**src/rtl/div_step_unit.sv**
```systemverilog
module div_step_unit #(
  parameter int W  = 64,
  parameter int CW = $clog2(W + 1)
) (
  input  logic          clk,
  input  logic          rst_n,
  input  logic          cmd_valid_i,
  output logic          cmd_ready_o,
  input  logic          cmd_setup_i,
  input  logic [W-1:0]  opa_i,
  input  logic [W-1:0]  opb_i,
  input  logic [CW-1:0] cnt_i,
  input  logic          zf_en_i,
  output logic          done_o,
  output logic          err_o,
  output logic [CW-1:0] cnt_o,
  output logic          zf_o,
  output logic [W-1:0]  quo_o,
  output logic [W-1:0]  rem_o
);
  localparam int RW = W + 1;
  localparam int SW = $clog2(RW);

  typedef enum logic {S_IDLE, S_RUN} st_t;

  st_t           st;
  logic [W-1:0]  quo, dvs, src;
  logic [RW-1:0] rem;
  logic [CW-1:0] cnt, cnt_q;
  logic          zf_q, zf_en_q, done_q, err_q;

  function automatic logic [SW-1:0] msb_of(input logic [RW-1:0] v);
    msb_of = '0;
    for (int i = 0; i < RW; i++)
      if (v[i]) msb_of = SW'(i);
  endfunction

  logic [RW-1:0] sx_rem, sx_dvs, dsh, qb, nr;
  logic [W-1:0]  sx_quo, nq;
  logic [SW-1:0] sh;
  logic          idle;

  assign idle   = (st == S_IDLE);
  assign sx_rem = idle ? {1'b0, opa_i} : rem;
  assign sx_dvs = idle ? {1'b0, opb_i} : {1'b0, dvs};
  assign sx_quo = idle ? '0 : quo;

  always_comb begin
    sh  = msb_of(sx_rem) - msb_of(sx_dvs);
    dsh = '0;
    qb  = '0;
    nq  = sx_quo;
    nr  = sx_rem;
    if (sx_dvs != '0 && sx_dvs <= sx_rem) begin
      dsh = sx_dvs << sh;
      qb  = RW'(1) << sh;
      if (dsh > sx_rem) begin
        dsh = dsh >> 1;
        qb  = qb >> 1;
      end
      nq = sx_quo + qb[W-1:0];
      nr = sx_rem - dsh;
    end
  end

  logic [W-1:0] src_sh;
  logic         need_shift;
  assign src_sh     = src >> (cnt - CW'(1));
  assign need_shift = (rem < {1'b0, dvs}) && (cnt != '0);

  always_ff @(posedge clk) begin
    if (!rst_n) begin
      st      <= S_IDLE;
      quo     <= '0;
      rem     <= '0;
      dvs     <= '0;
      src     <= '0;
      cnt     <= '0;
      cnt_q   <= '0;
      zf_q    <= 1'b0;
      zf_en_q <= 1'b0;
      done_q  <= 1'b0;
      err_q   <= 1'b0;
    end else begin
      done_q <= 1'b0;
      err_q  <= 1'b0;
      case (st)
        S_IDLE: if (cmd_valid_i) begin
          if (cmd_setup_i) begin
            done_q <= 1'b1;
            if (opb_i == '0) err_q <= 1'b1;
            else begin
              quo <= nq;
              rem <= nr;
              dvs <= opb_i;
            end
          end else if (cnt_i == '0) begin
            done_q <= 1'b1;
            cnt_q  <= '0;
            if (zf_en_i) zf_q <= 1'b1;
          end else if (dvs == '0) begin
            done_q <= 1'b1;
            err_q  <= 1'b1;
          end else begin
            src     <= opa_i;
            cnt     <= cnt_i;
            zf_en_q <= zf_en_i;
            st      <= S_RUN;
          end
        end
        S_RUN: begin
          if (need_shift) begin
            rem <= {rem[RW-2:0], src_sh[0]};
            quo <= quo << 1;
            cnt <= cnt - CW'(1);
          end else begin
            quo    <= nq;
            rem    <= nr;
            cnt_q  <= cnt;
            if (zf_en_q) zf_q <= (cnt == '0);
            done_q <= 1'b1;
            st     <= S_IDLE;
          end
        end
        default: st <= S_IDLE;
      endcase
    end
  end

  assign cmd_ready_o = idle;
  assign done_o      = done_q;
  assign err_o       = err_q;
  assign cnt_o       = cnt_q;
  assign zf_o        = zf_q;
  assign quo_o       = quo;
  assign rem_o       = rem[W-1:0];
endmodule

```
**config.mk**
```make
export PLATFORM = sky130hd
export DESIGN_NAME = div_step_unit
export DESIGN_NICKNAME = d
export VERILOG_FILES = /design/src/rtl/div_step_unit.sv
export SDC_FILE = /design/constraint.sdc
export NUM_CORES = 2
export LEC_CHECK = 0
export CAP_MARGIN = 5
export CORE_MARGIN = 4
export CORE_UTILIZATION = 55
export CTS_BUF_LIST = sky130_fd_sc_hd__clkbuf_8
export DETAILED_ROUTE_END_ITERATION = 8
export PLACE_DENSITY = 0.79
export SLEW_MARGIN = 10
export SYNTH_ARGS = -nofsm -noshare
export SYNTH_HDL_FRONTEND = slang
export SYNTH_SLANG_ARGS = --single-unit
export TNS_END_PERCENT = 30
```
**constraint.sdc**
```tcl
create_clock -name clk -period 19.3 [get_ports clk]
set_input_delay 3.86 -clock clk [delete_from_list [all_inputs] [get_ports clk]]
set_output_delay 3.86 -clock clk [all_outputs]
set_load 0.05 [all_outputs]
```
==> metrics.txt <==
die extent in x 256.3 um; Critical Path End Type register; IR Drop Worst-Case VDD 0.1299 mV; endpoint with the worst hold slack src[4]; detailed-route via count 39290; maximum level of the CTS H-tree 2; Synthesized Nets 5152; initial detailed-routing violation count 5783; total count of max-transition violations in the final report 0; Nets 5244; clock buffer count from CTS 53; Post-Syn Instances 4682; area of combinational cells with multiple inputs 26020 um^2; Longest Clk Path Bufs 3; Leakage Power 15.81 nW; fraction of layout cells with a size suffix above 1 7.563%; CP max stage delay 1350 ps; arrival time of the worst setup path 18580 ps; wirelength, routed 167200 um; number of enable-type register cells in the synthesized netlist 0; CP Launch Type input port; register-to-register path setup slack 3240 ps; Fillers 5575; post-detailed-placement half-perimeter wirelength 130200 um; Setup TNS Final 0 ps; Port Buf Inserts 278; slowest stage cell on the critical path sky130_fd_sc_hd__fa_4; worst setup path startpoint opa_i[2]; Synth Warn # 0; final critical-path share of the clock period 93.08%; initial cell density of the core 55.86%; placement row count 90; vertical die dimension 256.3 um; worst setup margin 1335 ps; cell depth of the worst min-delay path 2; number of buffers inserted by post-CTS setup repair 0; synthesized area divided by synthesized cell count 7.242 um^2; utilization after layout 62.68%; maximum fanout along the worst path 51; max capacitance violation total 0; GR Overflow Total 0; global router's overall resource usage 48.23%; pre-CTS setup slack 1397 ps; Cell Count Post-Placement 5501; TritonCTS clock tree yes; CP required 19920 ps; global-route wire length before repair 241400 um; routability cong. 1.103; library cells used by synthesis 98; post-cts resize count 0; flops & latches, synth 276; status finished clean; final setup vio count 0; placeable core region 60700 um^2; post-route standard cell area excluding fillers 38040 um^2; residual DRC count 0; RR Startpoint st; portion of synthesized cell area occupied by the leading cell type 16.30%; total of hold buffers inserted after clock tree synthesis 0; TritonRoute pass-1 iters 7; async set-reset flop share out of synthesis 0%; class of the most critical setup path input port to register; cell taking the most area after synthesis sky130_fd_sc_hd__dfxtp_1; actual transition at the worst max-transition pin 1381 ps; Die Outline Area 65690 um^2; pin count of the biggest net entering global routing 169; cell count of the worst reg-to-reg path 48; clock-pin slew of the registers on the worst-case setup and hold paths 60 ps; antenna-violating nets left 0; min-delay src src[4]; Area contributors post-synth sky130_fd_sc_hd__dfxtp_1, sky130_fd_sc_hd__ha_1, sky130_fd_sc_hd__a21oi_1; hold violation count in the final report 0; sequential-to-total area share from yosys stat 16.30%; total number of clock tree sinks 276; average routed wire per standard cell 29.85 um; worst min-delay path category register to register; via count of the first global-routing pass 36280; mapped cell area 33910 um^2; pwr/cell area 199.0 nW/um^2; headroom to the max-slew limit 7.158%; cell repeated most along the worst path sky130_fd_sc_hd__o21ai_0; instance area after placement 36850 um^2; number of antenna violations at the first check in global routing 15; worst reg2reg path endpoint quo_o[60]; Storage cell area 5529 um^2; Root Driver sky130_fd_sc_hd__clkbuf_8; clock latency on the worst-skew pair 730 ps; Final min period 17960 ps; predominant post-synthesis flop cell sky130_fd_sc_hd__dfxtp_1; count of non-filler cells in the finished layout 5601; setup repair after global routing missed its margin false; I/O pin total 279; area delta synth->final 12.20%; via-per-instance ratio 7.014; peak clock frequency supported by timing 55.66 MHz; worst clock skew on the final layout 62.53 ps
-- worst max path at each step --
stage | to | slack [ps] | cells after the start
2_1_floorplan | quo_o[58] | 5110 | 55
3_3_place_gp | quo_o[58] | 1550 | 50
3_5_place_dp | quo_o[58] | 1400 | 50
4_1_cts | quo_o[58] | 2060 | 50
5_1_grt | quo_o[58] | 800 | 50
6_report | quo_o[60] | 1340 | 47
-- stage by stage --
| step | power [W] | hold WS [ps] |
|---|---|---|
| after CTS | 0.007268 | 453.7 |
| after global placement | 0.006550 | 438.4 |
| after floorplan | 0.004817 | 433.1 |
| after global routing | 0.007923 | 470.1 |
| final | 0.007570 | 453.3 |
| after detailed placement | 0.006556 | 445.0 |
-- worst max-delay path: cells and delay by family --
family | cells | cell delay [ps]
AO/OA/AOI/OAI | 23 | 6570
adder cells (fa/ha/maj) | 3 | 2000
AND/OR/NAND/NOR | 14 | 3080
multiplexers | 3 | 1910
buffers and inverters | 4 | 1060
-- flip-flops by register name, summed over array words and instances, names as in the netlist --
| register | flops |
|---|---|
| rem | 65 |
| quo_o | 64 |
| dvs | 64 |
| src | 64 |
| err_o | 1 |
| cnt_o | 7 |
| st | 1 |
| zf_en_q | 1 |
| done_o | 1 |
| cnt | 7 |
| zf_o | 1 |
-- cell families after synthesis --
group	synth area share [%]
adders and majority gates	12.24
DFF	16.30
xor gates and xnor gates	2.919
muxes	13.38
and+or+nand+nor	21.75
buffers and inverters	7.446
AOI/OAI and AO/OA	25.97
-- area by class of cell --
class / instances / area share, %
clock inverter: 28 / 0.7203
tap: 782 / 2.572
timing repair buffer: 363 / 9.077
sequential: 276 / 14.53
multi-input combinational: 3850 / 68.39
clock buffer: 66 / 2.388
inverter: 230 / 2.282
antenna: 6 / 0.03947
-- placed cells by master, fill, tap and decap left out, types with 26 or more instances in the layout --
cell type,instances
sky130_fd_sc_hd__nand2_1,636
sky130_fd_sc_hd__a21oi_1,485
sky130_fd_sc_hd__nor2_1,464
sky130_fd_sc_hd__ha_1,326
sky130_fd_sc_hd__o21ai_0,297
sky130_fd_sc_hd__clkdlybuf4s50_1,277
sky130_fd_sc_hd__dfxtp_1,275
sky130_fd_sc_hd__mux2i_1,239
sky130_fd_sc_hd__inv_1,238
sky130_fd_sc_hd__nor3_1,112
sky130_fd_sc_hd__a21o_1,107
sky130_fd_sc_hd__buf_4,82
sky130_fd_sc_hd__xnor2_1,80
sky130_fd_sc_hd__and2_1,77
sky130_fd_sc_hd__o211ai_1,76
sky130_fd_sc_hd__nand3_1,67
sky130_fd_sc_hd__clkbuf_8,66
sky130_fd_sc_hd__mux4_2,59
sky130_fd_sc_hd__a211oi_1,52
sky130_fd_sc_hd__mux2_2,51
sky130_fd_sc_hd__or3_1,51
sky130_fd_sc_hd__nand4_1,50
sky130_fd_sc_hd__nor4_1,43
sky130_fd_sc_hd__o21a_1,37
sky130_fd_sc_hd__a31oi_1,31
sky130_fd_sc_hd__xor2_1,29
sky130_fd_sc_hd__nor2b_1,28
sky130_fd_sc_hd__nand2b_1,26
-- report_power, final --
group / switching, W / total (W) / internal, W
sequential: 0.000209 / 0.000856 / 0.000648
combinational: 0.00394 / 0.00603 / 0.00208
clock: 0.000308 / 0.000685 / 0.000377
-- cell usage after synthesis, drive strengths merged (17+ instances only) --
library cell and number:
nand2 640, a21oi 489, nor2 470, ha 327, o21ai 317, dfxtp 276, mux2i 255, inv 227
clkbuf 174, buf 152, nor3 113, a21o 107, xnor2 82, and2 80, o211ai 77, nand3 67
mux4 59, a211oi 55, or3 52, mux2 51, nand4 50, nor4 48, o21a 38, a31oi 31
xor2 31, nor2b 28, nand2b 26, a221oi 25, a211o 23, o22ai 23, o21bai 22, o31ai 22
a22o 20, and3 17
-- per-layer routing --
layer | global-route usage [%] | share of wire, % | vias up
li1 | - | - | 17170
met2 | 67.13 | 39 | 3067
met3 | 18.05 | 15 | 672
met1 | 63.02 | 38 | 18370
met5 | 0 | 0.032 | -
met4 | 29.27 | 7.8 | 8
No activity file was read; power rests on OpenSTA's default activity.
